<file path="config.mk">
export PLATFORM = sky130hd
export DESIGN_NAME = mw_word_writer
export DESIGN_NICKNAME = d
export VERILOG_FILES = /design/src/rtl/mw_pkg.sv /design/src/rtl/mw_tick_gen.sv /design/src/rtl/mw_shift_reg.sv /design/src/rtl/mw_word_writer.sv
export SDC_FILE = /design/constraint.sdc
export NUM_CORES = 1
export LEC_CHECK = 0
export BUFFER_PORTS_ARGS = -buffer_cell sky130_fd_sc_hd__buf_4
export CAP_MARGIN = 20
export CELL_PAD_IN_SITES_DETAIL_PLACEMENT = 0
export CELL_PAD_IN_SITES_GLOBAL_PLACEMENT = 1
export CORE_AREA = 2 2 110 85
export DETAILED_ROUTE_END_ITERATION = 16
export DIE_AREA = 0 0 112 87
export MAX_ROUTING_LAYER = met4
export PLACE_DENSITY = 0.91
export SYNTH_ARGS = -nofsm -noshare
export SYNTH_HDL_FRONTEND = slang
export SYNTH_HIERARCHICAL = 1
export SYNTH_SLANG_ARGS = --single-unit
</file>
<file path="constraint.sdc">
create_clock -name clk -period 2.9 [get_ports clk]
set_input_delay 0.58 -clock clk [delete_from_list [all_inputs] [get_ports clk]]
set_output_delay 0.58 -clock clk [all_outputs]
set_load 0.02 [all_outputs]
</file>
<file path="src/rtl/mw_pkg.sv">
package mw_pkg;

   typedef enum logic [1:0] {
      PH_IDLE,
      PH_SHIFT,
      PH_GAP,
      PH_POLL
   } phase_t;

   typedef enum logic [1:0] {
      ST_UNLOCK,
      ST_WRITE,
      ST_WAIT,
      ST_LOCK
   } step_t;

   localparam logic [4:0] OP_UNLOCK = 5'b10011;
   localparam logic [4:0] OP_LOCK   = 5'b10000;
   localparam logic [2:0] OP_WRITE  = 3'b101;

endpackage

</file>
<file path="src/rtl/mw_tick_gen.sv">
module mw_tick_gen #(
   parameter int DIV = 4
) (
   input  logic clk,
   input  logic rst_n,
   input  logic en,
   output logic tick
);

   generate
      if (DIV < 1) begin : g_bad_div
         $error("mw_tick_gen: DIV must be at least 1");
      end

      if (DIV == 1) begin : g_every
         assign tick = en;
      end else begin : g_count
         localparam int CW = $clog2(DIV);
         logic [CW-1:0] cnt_q;

         always_ff @(posedge clk) begin
            if (!rst_n || !en) begin
               cnt_q <= '0;
            end else if (cnt_q == CW'(DIV - 1)) begin
               cnt_q <= '0;
            end else begin
               cnt_q <= cnt_q + 1'b1;
            end
         end

         assign tick = en && (cnt_q == CW'(DIV - 1));

         a_r5_tick_spacing: assert property (@(posedge clk) disable iff (!rst_n)
            tick |=> !tick);
      end
   endgenerate

endmodule

</file>
<file path="src/rtl/mw_shift_reg.sv">
module mw_shift_reg #(
   parameter int W = 25
) (
   input  logic         clk,
   input  logic         rst_n,
   input  logic         load,
   input  logic [W-1:0] load_val,
   input  logic         shift,
   output logic         msb
);

   generate
      if (W < 2) begin : g_bad_w
         $error("mw_shift_reg: W must be at least 2");
      end
   endgenerate

   logic [W-1:0] sr_q;

   always_ff @(posedge clk) begin
      if (!rst_n) begin
         sr_q <= '0;
      end else if (load) begin
         sr_q <= load_val;
      end else if (shift) begin
         sr_q <= {sr_q[W-2:0], 1'b0};
      end
   end

   assign msb = sr_q[W-1];

endmodule

</file>
<file path="src/rtl/mw_word_writer.sv">
module mw_word_writer
   import mw_pkg::*;
#(
   parameter int ADDR_W     = 6,
   parameter int DATA_W     = 16,
   parameter int CLK_DIV    = 4,
   parameter int POLL_LIMIT = 1000
) (
   input  logic              clk,
   input  logic              rst_n,
   input  logic              start_i,
   input  logic [ADDR_W-1:0] addr_i,
   input  logic [DATA_W-1:0] data_i,
   output logic              busy_o,
   output logic              done_o,
   output logic              err_o,
   output logic              mw_cs_o,
   output logic              mw_clk_o,
   output logic              mw_tx_o,
   input  logic              mw_rx_i
);

   localparam int CMD_W   = 3 + ADDR_W;
   localparam int FRAME_W = CMD_W + DATA_W;
   localparam int BIT_CW  = $clog2(FRAME_W + 1);
   localparam int POLL_CW = $clog2(POLL_LIMIT + 1);

   generate
      if (ADDR_W < 2) begin : g_bad_addr
         $error("mw_word_writer: ADDR_W must be at least 2");
      end
      if (DATA_W < 1) begin : g_bad_data
         $error("mw_word_writer: DATA_W must be at least 1");
      end
      if (POLL_LIMIT < 1) begin : g_bad_poll
         $error("mw_word_writer: POLL_LIMIT must be at least 1");
      end
   endgenerate

   phase_t              phase_q;
   step_t               step_q;
   logic                cs_q, sck_q, gap_half_q, err_q, done_q;
   logic [BIT_CW-1:0]   bit_cnt_q;
   logic [POLL_CW-1:0]  poll_cnt_q;
   logic [ADDR_W-1:0]   addr_q;
   logic [DATA_W-1:0]   data_q;
   logic                tick;

   // frames, left aligned so the bits after a short command shift out as zero
   logic [FRAME_W-1:0]  unlock_frame, lock_frame, write_frame;
   assign unlock_frame = {OP_UNLOCK, {(ADDR_W - 2){1'b0}}, {DATA_W{1'b0}}};
   assign lock_frame   = {OP_LOCK,   {(ADDR_W - 2){1'b0}}, {DATA_W{1'b0}}};
   assign write_frame  = {OP_WRITE, addr_q, data_q};

   mw_tick_gen #(.DIV(CLK_DIV)) u_tick (
      .clk  (clk),
      .rst_n(rst_n),
      .en   (phase_q != PH_IDLE),
      .tick (tick)
   );

   // shifter control
   logic               gap_end;
   logic               sh_load, sh_shift;
   logic [FRAME_W-1:0] sh_val;

   assign gap_end = (phase_q == PH_GAP) && tick && gap_half_q;

   always_comb begin
      sh_load  = 1'b0;
      sh_val   = '0;
      sh_shift = (phase_q == PH_SHIFT) && tick && sck_q;
      if (phase_q == PH_IDLE && start_i) begin
         sh_load = 1'b1;
         sh_val  = unlock_frame;
      end else if (gap_end && step_q == ST_UNLOCK) begin
         sh_load = 1'b1;
         sh_val  = write_frame;
      end else if (gap_end && step_q == ST_WAIT) begin
         sh_load = 1'b1;
         sh_val  = lock_frame;
      end
   end

   mw_shift_reg #(.W(FRAME_W)) u_shift (
      .clk     (clk),
      .rst_n   (rst_n),
      .load    (sh_load),
      .load_val(sh_val),
      .shift   (sh_shift),
      .msb     (mw_tx_o)
   );

   // sequencer
   always_ff @(posedge clk) begin
      if (!rst_n) begin
         phase_q    <= PH_IDLE;
         step_q     <= ST_UNLOCK;
         cs_q       <= 1'b0;
         sck_q      <= 1'b0;
         gap_half_q <= 1'b0;
         err_q      <= 1'b0;
         done_q     <= 1'b0;
         bit_cnt_q  <= '0;
         poll_cnt_q <= '0;
         addr_q     <= '0;
         data_q     <= '0;
      end else begin
         done_q <= 1'b0;
         unique case (phase_q)
            PH_IDLE: begin
               if (start_i) begin
                  addr_q    <= addr_i;
                  data_q    <= data_i;
                  err_q     <= 1'b0;
                  cs_q      <= 1'b1;
                  bit_cnt_q <= BIT_CW'(CMD_W);
                  step_q    <= ST_UNLOCK;
                  phase_q   <= PH_SHIFT;
               end
            end
            PH_SHIFT: begin
               if (tick) begin
                  if (!sck_q) begin
                     sck_q <= 1'b1;
                  end else begin
                     sck_q     <= 1'b0;
                     bit_cnt_q <= bit_cnt_q - 1'b1;
                     if (bit_cnt_q == BIT_CW'(1)) begin
                        cs_q       <= 1'b0;
                        gap_half_q <= 1'b0;
                        phase_q    <= PH_GAP;
                     end
                  end
               end
            end
            PH_GAP: begin
               if (tick) begin
                  if (!gap_half_q) begin
                     gap_half_q <= 1'b1;
                  end else begin
                     gap_half_q <= 1'b0;
                     unique case (step_q)
                        ST_UNLOCK: begin
                           step_q    <= ST_WRITE;
                           cs_q      <= 1'b1;
                           bit_cnt_q <= BIT_CW'(FRAME_W);
                           phase_q   <= PH_SHIFT;
                        end
                        ST_WRITE: begin
                           step_q     <= ST_WAIT;
                           cs_q       <= 1'b1;
                           poll_cnt_q <= '0;
                           phase_q    <= PH_POLL;
                        end
                        ST_WAIT: begin
                           step_q    <= ST_LOCK;
                           cs_q      <= 1'b1;
                           bit_cnt_q <= BIT_CW'(CMD_W);
                           phase_q   <= PH_SHIFT;
                        end
                        ST_LOCK: begin
                           phase_q <= PH_IDLE;
                           done_q  <= 1'b1;
                        end
                        default: phase_q <= PH_IDLE;
                     endcase
                  end
               end
            end
            PH_POLL: begin
               if (tick) begin
                  if (mw_rx_i) begin
                     cs_q       <= 1'b0;
                     gap_half_q <= 1'b0;
                     phase_q    <= PH_GAP;
                  end else if (poll_cnt_q == POLL_CW'(POLL_LIMIT - 1)) begin
                     err_q      <= 1'b1;
                     cs_q       <= 1'b0;
                     gap_half_q <= 1'b0;
                     phase_q    <= PH_GAP;
                  end else begin
                     poll_cnt_q <= poll_cnt_q + 1'b1;
                  end
               end
            end
            default: phase_q <= PH_IDLE;
         endcase
      end
   end

   assign busy_o   = (phase_q != PH_IDLE);
   assign done_o   = done_q;
   assign err_o    = err_q;
   assign mw_cs_o  = cs_q;
   assign mw_clk_o = sck_q;

   // data to the device holds while the serial clock stays high
   a_r5_tx_steady: assert property (@(posedge clk) disable iff (!rst_n)
      (mw_clk_o && $past(mw_clk_o)) |-> $stable(mw_tx_o));

   // no clock pulses outside a chip-select window
   a_r3_clk_low_deselected: assert property (@(posedge clk) disable iff (!rst_n)
      !mw_cs_o |-> !mw_clk_o);

   a_r8_done_single: assert property (@(posedge clk) disable iff (!rst_n)
      done_o |=> !done_o);

   a_r8_done_idle: assert property (@(posedge clk) disable iff (!rst_n)
      done_o |-> !busy_o);

   a_r10_busy_follows: assert property (@(posedge clk) disable iff (!rst_n)
      (start_i && !busy_o) |=> busy_o);

   a_r9_idle_deselect: assert property (@(posedge clk) disable iff (!rst_n)
      !busy_o |-> !mw_cs_o);

   a_r7_err_from_poll: assert property (@(posedge clk) disable iff (!rst_n)
      $rose(err_o) |-> $past(phase_q == PH_POLL));

endmodule

</file>
# == After elaboration in Yosys (flattened, before gate mapping) ==
# Cells that the tools add are included.
# word_totals
wordCells,132
input_bits,26
out_inout_bits,6
reg_bits,73
# classes
n_reduce_logical,33
eq_ne,24
muxes,59
add_sub_neg,3
# op_table
operator,n
$mux 25,5
$mux 10,6
$mux 5,5
$mux 2,12
$mux 1,21
$reduce_and 7->1,3
$ne 2x2->1 const B,10
$pmux 10 s2,1
$pmux 5 s3,1
$pmux 2 s3,2
$add 10x1->10 const B,1
$eq 10x10->1 const B,1
$eq 2x2->1 const B,5
$pmux 5 s2,1
$reduce_and 5->1,2
$reduce_bool 2->1,5
$reduce_and 9->1,1
$logic_and 1x1->1,8
$pmux 2 s4,1
$reduce_and 8->1,1
$reduce_bool 3->1,2
$eq 5x1->1 const B,1
$sub 5x1->5 const B,1
$eq 2x1->1 const B,2
16 further kinds,21

# == Longest topological paths before layout ==
# Gate-level depths: netlist (run 1).
# depth
ltp_word,9
mapped_depth,12
ltp_nobuf,10

# == Hierarchy ==
# The synthesis (run 1) kept the hierarchy.
# by_module_without_submodules
module,area_per_inst_um2,n_inst,seq_area_each_um2,cells_each
mw_word_writer,2516.2,1,920.9,325
mw_shift_reg,1323.8,1,500.5,111
mw_tick_gen,83.8,1,40.0,6

# == Least setup slack after synthesis (run 1) ==
# OpenSTA, ideal clock, no wires.
# synth_path
path_kind,reg-to-reg
start,reg phase_q[0]
end,reg u_shift.sr_q[0]
period_less_slack_ns,2.405
path_slack_ns,0.495
n_path_buf,3
required_time_ns,2.830
setup_time_ns,0.070
t_arrival_ns,2.335
stages_incl_launch_ff,12
cell_sequence,dfxtp_1 > inv_1 > ha_1 > inv_1 > and2_2 > clkbuf_1 > nand3_1 > o21ai_0 > buf_2 > buf_2 > nand2_1 > a21boi_1
# synth_between
elab_chain_cells,9
elab_cells_between_ends,19
classes_between,eq/ne: 2; mux: 6; reduce/logical: 11
# synth_rtl
element,line,text
start: declaration,mw_word_writer.sv:40,phase_t phase_q;
start signal: assignment,mw_word_writer.sv:97,phase_q <= PH_IDLE;
start signal: assignment,mw_word_writer.sv:119,phase_q <= PH_SHIFT;
start signal: assignment,mw_word_writer.sv:132,phase_q <= PH_GAP;
$reduce_bool 2->1 (*),--,
named net busy_o,mw_word_writer.sv:14,"output logic busy_o,"
$logic_and 1x1->1 (*),mw_tick_gen.sv:31,assign tick = en && (cnt_q == CW'(DIV - 1));
named net tick,mw_word_writer.sv:47,logic tick;
$logic_and 1x1->1 (*) (2 in a row),mw_word_writer.sv:67,assign gap_end = (phase_q == PH_GAP) && tick && gap_half_q;
$logic_and 1x1->1,mw_word_writer.sv:79,end else if (gap_end && step_q == ST_WAIT) begin
$mux 1,mw_word_writer.sv:79,
$mux 1 (*),mw_word_writer.sv:76,end else if (gap_end && step_q == ST_UNLOCK) begin
$mux 1 (*),mw_word_writer.sv:73,if (phase_q == PH_IDLE && start_i) begin
named net sh_load,mw_word_writer.sv:64,"logic sh_load, sh_shift;"
$mux 25 / $reduce_bool 2->1 (equally long branches),--,
end signal: assignment,mw_shift_reg.sv:24,sr_q <= load_val;
end signal: assignment,mw_shift_reg.sv:26,"sr_q <= {sr_q[W-2:0], 1'b0};"
end: declaration,mw_shift_reg.sv:18,logic [W-1:0] sr_q;
# The timed path passes the listed nets; every way through them passes the cells marked *.
# A chain may end at the register's enable or synchronous reset.

# == Worst setup path after layout (run 1) ==
# layout_path
start,reg phase_q[0]
end,reg poll_cnt_q[3]
# layout_between
elab_chain_cells,4
elab_cells_between_ends,13
classes_between,eq/ne: 8; mux: 1; reduce/logical: 4
# layout_rtl
element,line,text
$reduce_bool 2->1 (*),mw_word_writer.sv:58,".en (phase_q != PH_IDLE),"
$logic_and 1x1->1 (*),mw_tick_gen.sv:31,
named net tick,mw_word_writer.sv:47,
$ne 2x2->1 (no source line),--,
$reduce_and 7->1 (no source line) (*),--,
end signal: assignment,mw_word_writer.sv:183,poll_cnt_q <= poll_cnt_q + 1'b1;
end: declaration,mw_word_writer.sv:44,logic [POLL_CW-1:0] poll_cnt_q;
# Marks and branches as above.

==> results.sh, run 1 <==
export IMPL_gp_congestion=0.803
export IMPL_synth_edf_count=0
export IMPL_drv_slew=0
export IMPL_ant_nets=0
export IMPL_dr_pass1_iters=4
export IMPL_outcome="complete, no violations"
export IMPL_drive_gt1_share_pct=18.0
export IMPL_core_area_mm2=0.00878
export IMPL_hold_buffers=0
export IMPL_htree_levels=3
export IMPL_r2r_cells=8
export IMPL_yosys_warnings=6
export IMPL_drc_errors=0
export IMPL_max_freq_mhz=401
export IMPL_initial_core_util_pct=44.7
export IMPL_post_place_ws_ps=429
export IMPL_netlist_instances=442
export IMPL_synth_seq_area_share_pct=37.2
export IMPL_tns_ps=0
export IMPL_drt_iter0_markers=234
export IMPL_ys_ff_latch=73
export IMPL_whs_path_depth=2
export IMPL_ys_flop_type="dfxtp_1"
export IMPL_start_kind="flop"
export IMPL_ir_drop_uv=380
export IMPL_placed_cell_area_mm2=0.00422
export IMPL_tightest_slew_ps=808
export IMPL_fin_crit_sh_pct=86.1
export IMPL_clk_latency_ps=340
export IMPL_wirelength_mm=8.42
export IMPL_diodes=0
export IMPL_fin_area_mm2=0.00452
export IMPL_vias_per_cell=5.34
export IMPL_finalNetCount=503
export IMPL_die_w_um=112
export IMPL_placedCellCount=563
export IMPL_clk_pin_slew_ps=60
export IMPL_async_flop_share_pct=0
export IMPL_finalPower_mw=3.28
export IMPL_drv_cap=0
export IMPL_syn_cell_area_mm2=0.00392
export IMPL_hold_viol_final=0
export IMPL_track_usage_pct=18.7
export IMPL_grt_pass1_wl_mm=14.3
export IMPL_power_density_mw_per_mm2=726
export IMPL_final_core_util_pct=51.5
export IMPL_fin_crit_ps=2500
export IMPL_slew_headroom_pct=45.4
export IMPL_hold_path_end="data_q[7]$_SDFFE_PN0P_"
export IMPL_die_area_mm2=0.00974
export IMPL_setup_viol=0
export IMPL_worst_slack_ps=404
export IMPL_rows=30
export IMPL_rr_endpoint="poll_cnt_q[3]$_SDFFE_PN0P_"
export IMPL_hold_class="flop to flop"
export IMPL_vias=3091
export IMPL_cts_path_max_buffers=2
export IMPL_syn_area_per_cell_um2=8.88
export IMPL_antenna_found_initial=0
export IMPL_grt_max_degree=46
export IMPL_clock_sinks=73
export IMPL_rsz0062_at_grt="false"
export IMPL_area_growth_pct=15.2
export IMPL_holdWs_ps=446
export IMPL_r2r_start="phase_q[0]$_SDFFE_PN0P_"
export IMPL_first_global_vias=2960
export IMPL_cp_end_kind="flop"
export IMPL_fin_cells=579
export IMPL_leakagePower_nw=2.13
export IMPL_post_cts_setup_buffer_count=0
export IMPL_clock_skew_ps=3.77
export IMPL_worstPathRequired_ps=3160
export IMPL_cts_tree="yes"
export IMPL_path_class="flop to flop"
export IMPL_io_pins=32
export IMPL_syn_num_nets=483
export IMPL_cts_root_buf="clkbuf_16"
export IMPL_place_hpwl_mm=5.69
export IMPL_synth_cell_types=56
export IMPL_grt_overflow=0
export IMPL_cp_arrival_ps=2760
export IMPL_wl_per_cell_um=14.5
export IMPL_holdCritStartpoint="data_q[7]$_SDFFE_PN0P_"
export IMPL_dieHeight_um=87
export IMPL_r2r_setup_slack_ps=400
export IMPL_portBuffers=31
export IMPL_cts_buffers=9
export IMPL_crit_fanout=11
export IMPL_post_cts_resized=0
how the worst max path moves through the flow:
stage / start / end / slack, ps / cells past startpoint
detailed placement: phase_q[0]$_SDFFE_PN0P_ / poll_cnt_q[3]$_SDFFE_PN0P_ / 430 / 8
floorplan: phase_q[0]$_SDFFE_PN0P_ / u_shift/sr_q[0]$_SDFFE_PN0P_ / 490 / 11
global route: phase_q[0]$_SDFFE_PN0P_ / poll_cnt_q[2]$_SDFFE_PN0P_ / 250 / 8
CTS: phase_q[0]$_SDFFE_PN0P_ / poll_cnt_q[3]$_SDFFE_PN0P_ / 410 / 8
global placement: phase_q[0]$_SDFFE_PN0P_ / poll_cnt_q[3]$_SDFFE_PN0P_ / 570 / 8
finish: phase_q[0]$_SDFFE_PN0P_ / poll_cnt_q[3]$_SDFFE_PN0P_ / 400 / 8
placed cells by master (no fill, tap or decap), types with 2 or more instances in the layout:
cell        instances
and2_1              3
a211oi_1            4
a22oi_1             2
or3_1               2
nand2_1            69
mux2_2              5
o31ai_1             5
dfxtp_1            73
nand3_1             8
inv_1              16
o311ai_0            3
clkinvlp_4          3
and3_1             26
mux2i_1             5
xnor2_1             2
o211a_1            24
nor3_1              5
mux2_4             19
nor4_1              3
a31oi_1             2
clkbuf_16           9
nand4_1             4
a21oi_1            30
nand2b_1           27
o32ai_1             2
o21ai_0             3
ha_1               15
xor2_1              3
or4_1               3
buf_4              39
or3b_1              2
nor2b_1             8
nor3b_1             2
a21boi_1            2
nor2_1             14
power by group:
group	total [mW]	switching [mW]	internal, mW
registers	1.23	0.0836	1.14
clock network	1.13	0.437	0.690
logic	0.928	0.519	0.409
total	3.28	1.04	2.24
final cells by class:
class / instances / area, um^2
timing repair buffer: 39 / 293
inverter: 17 / 63.8
clock inverter: 6 / 66.3
multi-input combinational: 322 / 2260
fill: 844 / 4260
clock buffer: 10 / 239
tap: 112 / 140
sequential: 73 / 1460
Yosys cell counts, types with 2 or more instances:
library cell | n | area [um^2]
a211oi_1 | 4 | 30.0
a21boi_1 | 2 | 15.0
a21oi_1 | 30 | 150
a22oi_1 | 2 | 15.0
a31oi_1 | 2 | 12.5
and2_1 | 3 | 18.8
and3_1 | 26 | 163
buf_2 | 4 | 20.0
buf_6 | 3 | 33.8
clkbuf_1 | 22 | 82.6
dfxtp_1 | 73 | 1460
ha_1 | 15 | 188
inv_1 | 16 | 60.1
mux2_2 | 5 | 56.3
mux2_4 | 19 | 285
mux2i_1 | 5 | 50.1
nand2_1 | 69 | 259
nand2b_1 | 27 | 169
nand3_1 | 8 | 40.0
nand4_1 | 4 | 25.0
nor2_1 | 14 | 52.6
nor2b_1 | 8 | 50.1
nor3_1 | 5 | 25.0
nor3b_1 | 2 | 15.0
nor4_1 | 3 | 18.8
o211a_1 | 24 | 240
o21ai_0 | 4 | 20.0
o311ai_0 | 3 | 26.3
o31ai_1 | 5 | 37.5
o32ai_1 | 2 | 17.5
or3_1 | 2 | 12.5
or3b_1 | 2 | 17.5
or4_1 | 3 | 22.5
xnor2_1 | 2 | 17.5
xor2_1 | 3 | 26.3
sequential cells by signal (all words and copies together), names as in the netlist:
register,flops
addr_q,6
bit_cnt_q,5
data_q,16
done_o,1
err_o,1
gap_half_q,1
mw_clk_o,1
mw_cs_o,1
phase_q,2
poll_cnt_q,10
step_q,2
u_shift/sr_q,25
u_tick/g_count.cnt_q,2
critical path, cell delays in order, from the launching register on:
cell      delay [ps]
dfxtp_1          370
inv_1             90
ha_1             270
inv_1            110
and2_2           260
a21boi_2         230
or3b_1           470
or4_1            440
a21oi_1          170
logic make-up (layout without fill, tap and decap cells):
family	Yosys count	in the layout	synth area share (%)
AOI/OAI and AO/OA	91	91	17.3
xor gates and xnor gates	5	5	1.12
adders and majority gates	15	15	4.78
buffers and inverters	47	72	5.48
DFF	73	73	37.2
muxes	29	29	9.98
other	1	1	0.0956
and+or+nand+nor	181	181	23.9
per-layer routing:
metal	track usage (%)	up-vias	share of wire (%)
li1	-	1593	-
met4	6.98	0	1.4
met5	-	-	0
met2	26.7	65	42
met1	25.6	1422	52
met3	4.59	11	4.4
Note: power is estimated with default switching activity, not from simulation.
==> inputs of run 2 (changes only) <==
- CELL_PAD_IN_SITES_GLOBAL_PLACEMENT: 1 -> 2
- CORE_AREA: 2 2 110 85 -> 2 2 122 95
- DIE_AREA: 0 0 112 87 -> 0 0 124 97
- PLACE_DENSITY: 0.91 -> 0.9
==> run 2 against run 1 <==
Against the previous run: register-to-register slack better by 20 ps; largest cell class unchanged; critical path depth unchanged; sequential share of layout area down 0.56 points; clock power up 15%; clock-buffer cell count up 1; routed wire length up 3.3%.
==> results.sh, run 2 (synthesis gave the netlist of run 1 again) <==
export IMPL_finalPower_mw=3.46
export IMPL_rsz0062_at_grt="false"
export IMPL_tns_ps=0
export IMPL_dieHeight_um=97
export IMPL_hold_class="flop to flop"
export IMPL_drv_cap=0
export IMPL_fin_crit_sh_pct=85.5
export IMPL_path_class="flop to flop"
export IMPL_drive_gt1_share_pct=17.6
export IMPL_htree_levels=3
export IMPL_track_usage_pct=16.1
export IMPL_die_w_um=124
export IMPL_grt_pass1_wl_mm=14.9
export IMPL_max_freq_mhz=403
export IMPL_clk_pin_slew_ps=60
export IMPL_wl_per_cell_um=14.3
export IMPL_dr_pass1_iters=4
export IMPL_grt_overflow=0
export IMPL_layout_common_cells="73 x dfxtp_1, 69 x nand2_1, 37 x buf_4"
export IMPL_worstPathRequired_ps=3160
export IMPL_first_global_vias=2983
export IMPL_hold_viol_final=0
export IMPL_layout_commonest_cell="dfxtp_1"
export IMPL_area_growth_pct=17.3
export IMPL_largestRegisters="u_shift/sr_q x25, data_q x16, poll_cnt_q x10"
export IMPL_hold_buffers=0
export IMPL_placed_cell_area_mm2=0.00426
export IMPL_clock_sinks=73
export IMPL_drc_errors=0
export IMPL_fin_crit_ps=2480
export IMPL_cts_root_buf="clkbuf_16"
export IMPL_power_density_mw_per_mm2=752
export IMPL_cts_tree="yes"
export IMPL_start_kind="flop"
export IMPL_place_hpwl_mm=5.64
export IMPL_setup_viol=0
export IMPL_outcome="complete, no violations"
export IMPL_core_area_mm2=0.0107
export IMPL_cp_end_kind="flop"
export IMPL_largest_register="u_shift/sr_q"
export IMPL_tightest_slew_ps=755
export IMPL_clk_latency_ps=340
export IMPL_ir_drop_uv=285
export IMPL_vias_per_cell=5.17
export IMPL_cts_buffers=9
export IMPL_leakagePower_nw=2.15
export IMPL_clock_skew_ps=6.58
export IMPL_slew_headroom_pct=49.3
export IMPL_finalNetCount=502
export IMPL_antenna_found_initial=0
export IMPL_drt_iter0_markers=204
export IMPL_initial_core_util_pct=36.6
export IMPL_fin_area_mm2=0.00460
export IMPL_die_area_mm2=0.0120
export IMPL_rows=33
export IMPL_diodes=0
export IMPL_io_pins=32
export IMPL_post_cts_resized=0
export IMPL_portBuffers=31
export IMPL_vias=3132
export IMPL_ant_nets=0
export IMPL_cts_path_max_buffers=2
export IMPL_post_cts_setup_buffer_count=0
export IMPL_crit_fanout=11
export IMPL_largest_reg_flops=25
export IMPL_drv_slew=0
export IMPL_grt_max_degree=52
export IMPL_cp_arrival_ps=2740
export IMPL_gp_congestion=0.777
export IMPL_wirelength_mm=8.69
[run 2: cell count changes in the layout (fill, tap and decap cells not counted)]
| cell | previous run | this run |
|---|---|---|
| clkbuf_1 | 0 | 1 |
| buf_12 | 0 | 1 |
| clkinvlp_4 | 3 | 1 |
| buf_4 | 39 | 37 |
| inv_6 | 1 | 0 |
| bufinv_16 | 1 | 3 |
[run 2: cell type report]
class	count	area [um^2]
clock buffer	11	243
timing repair buffer	38	298
inverter	17	63.8
tap	140	175
sequential	73	1460
clock inverter	5	103
multi-input combinational	322	2260
fill	1067	6130
[run 2: per-layer routing]
layer	wire length, um	global-route usage (%)
met1	4480	22.3
met5	0	-
met4	104	4.41
met2	3690	22.4
met3	419	5.31
[run 2: path summary, 6_finish.rpt]
check / startpoint / end / slack (ps) / cells after the start
setup reg to reg: phase_q[0]$_SDFFE_PN0P_ / poll_cnt_q[3]$_SDFFE_PN0P_ / 420 / 8
setup / recovery: phase_q[0]$_SDFFE_PN0P_ / poll_cnt_q[3]$_SDFFE_PN0P_ / 420 / 8
hold reg to reg: data_q[9]$_SDFFE_PN0P_ / data_q[9]$_SDFFE_PN0P_ / 440 / 2
hold / removal: data_q[9]$_SDFFE_PN0P_ / data_q[9]$_SDFFE_PN0P_ / 440 / 2
[run 2: worst max-delay path, cell delays in order, from the launching register on]
cell      delay, ps
dfxtp_1         370
inv_1           100
ha_1            270
inv_1           130
and2_2          280
a21boi_2        230
or3b_1          460
or4_1           430
a21oi_1         150
[run 2: stage by stage]
stage / worst slack, ps / hold slack (ps) / cells / util [%]
after floorplan: 495 / 427 / 442 / -
after global placement: 544 / 439 / 590 / 39.7
after detailed placement: 481 / 440 / 590 / 39.7
after CTS: 446 / 450 / 606 / 42.9
after global routing: 241 / 476 / 606 / 42.9
final: 421 / 445 / 606 / 42.9
[run 2: power by group]
part	leakage (nW)	internal [mW]	switching, mW
Sequential	0.598	1.14	0.0827
Clock	0.166	0.863	0.434
Combinational	1.39	0.415	0.524
==> inputs of run 3 (changes only) <==
- ABC_AREA: unset -> 1
- CORE_AREA: 2 2 122 95 -> 2 2 129 100
- DIE_AREA: 0 0 124 97 -> 0 0 131 102
- PLACE_DENSITY: 0.9 -> 0.89
==> run 3 against run 2 <==
Against the previous run: final area is 0.46% lower; combinational power grew 35%; register-to-register slack got worse by 100 ps; area after synthesis unchanged; global-route usage fell by 0.57 points; synthesized cell count grew 30%; flip-flop and latch count unchanged; worst hold slack got worse by 31 ps; clock-buffer cell count is 1 lower; clock skew is 2.6 ps lower; clock power about the same.
==> results.sh, run 3 <==
export IMPL_cts_root_buf="clkbuf_16"
export IMPL_vias=3540
export IMPL_leakagePower_nw=2.10
export IMPL_worst_slack_ps=316
export IMPL_clock_sinks=73
export IMPL_post_place_ws_ps=219
export IMPL_hold_class="flop to flop"
export IMPL_final_core_util_pct=38.0
export IMPL_syn_area_per_cell_um2=6.81
export IMPL_outcome="complete, no violations"
export IMPL_largestRegisters="u_shift/sr_q x25, data_q x16, poll_cnt_q x10"
export IMPL_area_growth_pct=16.7
export IMPL_async_flop_share_pct=0
export IMPL_initial_core_util_pct=32.6
export IMPL_hold_path_end="u_tick/g_count.cnt_q[0]$_SDFF_PP0_"
export IMPL_ir_drop_uv=368
export IMPL_vias_per_cell=4.61
export IMPL_largest_reg_flops=25
export IMPL_grt_overflow=0
export IMPL_tns_ps=0
export IMPL_dieHeight_um=102
export IMPL_post_cts_setup_buffer_count=0
export IMPL_dr_pass1_iters=5
export IMPL_tightest_slew_ps=558
export IMPL_htree_levels=3
export IMPL_grt_max_degree=55
export IMPL_track_usage_pct=15.6
export IMPL_syn_cell_area_mm2=0.00392
export IMPL_power_density_mw_per_mm2=821
export IMPL_synth_cell_types=30
export IMPL_diodes=0
export IMPL_netlist_instances=576
export IMPL_wl_per_cell_um=12.1
export IMPL_io_pins=32
export IMPL_grt_pass1_wl_mm=15.7
export IMPL_synth_top_area_share_pct=37.2
export IMPL_synth_largest_area_cell="dfxtp_1"
export IMPL_core_area_mm2=0.0120
export IMPL_die_w_um=131
export IMPL_r2r_cells=16
export IMPL_rsz0062_at_grt="false"
export IMPL_crit_fanout=24
export IMPL_synth_seq_area_share_pct=37.2
export IMPL_cp_arrival_ps=2860
export IMPL_fin_crit_ps=2580
export IMPL_path_class="flop to flop"
export IMPL_ant_nets=0
export IMPL_max_freq_mhz=387
export IMPL_finalPower_mw=3.76
export IMPL_worstPathRequired_ps=3180
export IMPL_setup_viol=0
export IMPL_largest_register="u_shift/sr_q"
export IMPL_first_global_vias=3311
export IMPL_cts_tree="yes"
export IMPL_post_cts_resized=0
export IMPL_drv_cap=0
export IMPL_syn_num_nets=617
export IMPL_place_hpwl_mm=6.46
export IMPL_drv_slew=0
export IMPL_r2r_start="phase_q[0]$_SDFFE_PN0P_"
export IMPL_fin_area_mm2=0.00458
export IMPL_hold_viol_final=0
export IMPL_placed_cell_area_mm2=0.00423
export IMPL_rr_endpoint="u_shift/sr_q[15]$_SDFFE_PN0P_"
export IMPL_die_area_mm2=0.0134
export IMPL_layout_common_cells="134 x nand2_1, 84 x inv_1, 73 x dfxtp_1"
export IMPL_wirelength_mm=9.27
export IMPL_cp_end_kind="flop"
export IMPL_clock_skew_ps=3.94
export IMPL_clk_pin_slew_ps=60
export IMPL_rows=35
export IMPL_finalNetCount=639
export IMPL_synth_edf_count=0
export IMPL_yosys_top_cells_count="134 x nand2_1, 84 x inv_1, 73 x dfxtp_1"
export IMPL_yosysMostFrequentCell="nand2_1"
export IMPL_yosys_warnings=6
export IMPL_gp_congestion=0.801
export IMPL_fin_crit_sh_pct=89.1
export IMPL_cts_path_max_buffers=2
export IMPL_drc_errors=0
export IMPL_drt_iter0_markers=192
export IMPL_portBuffers=31
export IMPL_synth_area_top_cells="dfxtp_1 37%, nand2_1 13%, inv_1 8.0%, nand3_1 7.9%, a21oi_1 5.9%"
export IMPL_r2r_setup_slack_ps=320
export IMPL_layout_commonest_cell="nand2_1"
export IMPL_ys_ff_latch=73
export IMPL_drive_gt1_share_pct=14.1
export IMPL_clk_latency_ps=330
export IMPL_cts_buffers=9
export IMPL_holdCritStartpoint="u_tick/g_count.cnt_q[0]$_SDFF_PP0_"
export IMPL_whs_path_depth=1
export IMPL_antenna_found_initial=0
export IMPL_start_kind="flop"
export IMPL_hold_buffers=0
export IMPL_slew_headroom_pct=62.8
export IMPL_ys_flop_type="dfxtp_1"
-- run 3: cell families after synthesis --
group | Yosys count | synth area share [%]
AOI/OAI and AO/OA | 81 | 10.5
xor gates and xnor gates | 4 | 0.893
adders and majority gates | 15 | 4.78
buffers and inverters | 116 | 13.4
DFF | 73 | 37.2
other | 1 | 0.0956
and+or+nand+nor | 286 | 33.1
-- run 3: final cells by class --
type	instances	area (um^2)
sequential	73	1460
timing repair buffer	36	270
multi-input combinational	387	1950
clock buffer	10	239
fill	1283	7460
clock inverter	5	104
inverter	91	347
tap	166	208
-- run 3: through the flow --
step           hold WS, ps  std cells
2_1_floorplan          396        576
3_3_place_gp           406        753
3_5_place_dp           410        753
4_1_cts                418        768
5_1_grt                428        768
6_report               414        768
-- run 3: per-layer routing --
metal	wire length (um)	share of wire, %	up-vias	GRT usage (%)
li1	-	-	1845	-
met1	4940	53	1623	21.2
met2	3770	41	62	22.8
met3	462	5.0	10	4.24
met4	103	1.1	0	4.17
met5	0	0	-	-
-- run 3: power by group --
group          leakage, nW  internal (mW)  switching (mW)  total, mW
registers            0.595           1.14          0.0658       1.21
clock network        0.169          0.859           0.424       1.28
logic                 1.33          0.394           0.871       1.27
total                 2.10           2.40            1.36       3.76
-- run 3: worst max-delay path, cell delays in order (launching register included) --
cell and delay, ps:
dfxtp_1 330, inv_1 130, ha_1 220, inv_1 110
nand2_1 80, inv_1 100, inv_2 110, nor3_2 50
inv_2 90, nor2_2 50, nor2_1 300, o21ai_4 220
inv_2 360, nand3_1 150, nand3_1 110, nand2_1 50
inv_1 60
-- run 3: how the worst max path moves through the flow --
stage          slack, ps  depth (start not counted)                             to                    start
2_1_floorplan        630                         18  u_shift/sr_q[11]$_SDFFE_PN0P_  phase_q[0]$_SDFFE_PN0P_
3_3_place_gp         330                         14  u_shift/sr_q[24]$_SDFFE_PN0P_  phase_q[0]$_SDFFE_PN0P_
3_5_place_dp         220                         14   u_shift/sr_q[2]$_SDFFE_PN0P_  phase_q[0]$_SDFFE_PN0P_
4_1_cts              200                         14   u_shift/sr_q[6]$_SDFFE_PN0P_  phase_q[0]$_SDFFE_PN0P_
5_1_grt               60                         16  u_shift/sr_q[15]$_SDFFE_PN0P_  phase_q[0]$_SDFFE_PN0P_
6_report             320                         16  u_shift/sr_q[15]$_SDFFE_PN0P_  phase_q[0]$_SDFFE_PN0P_
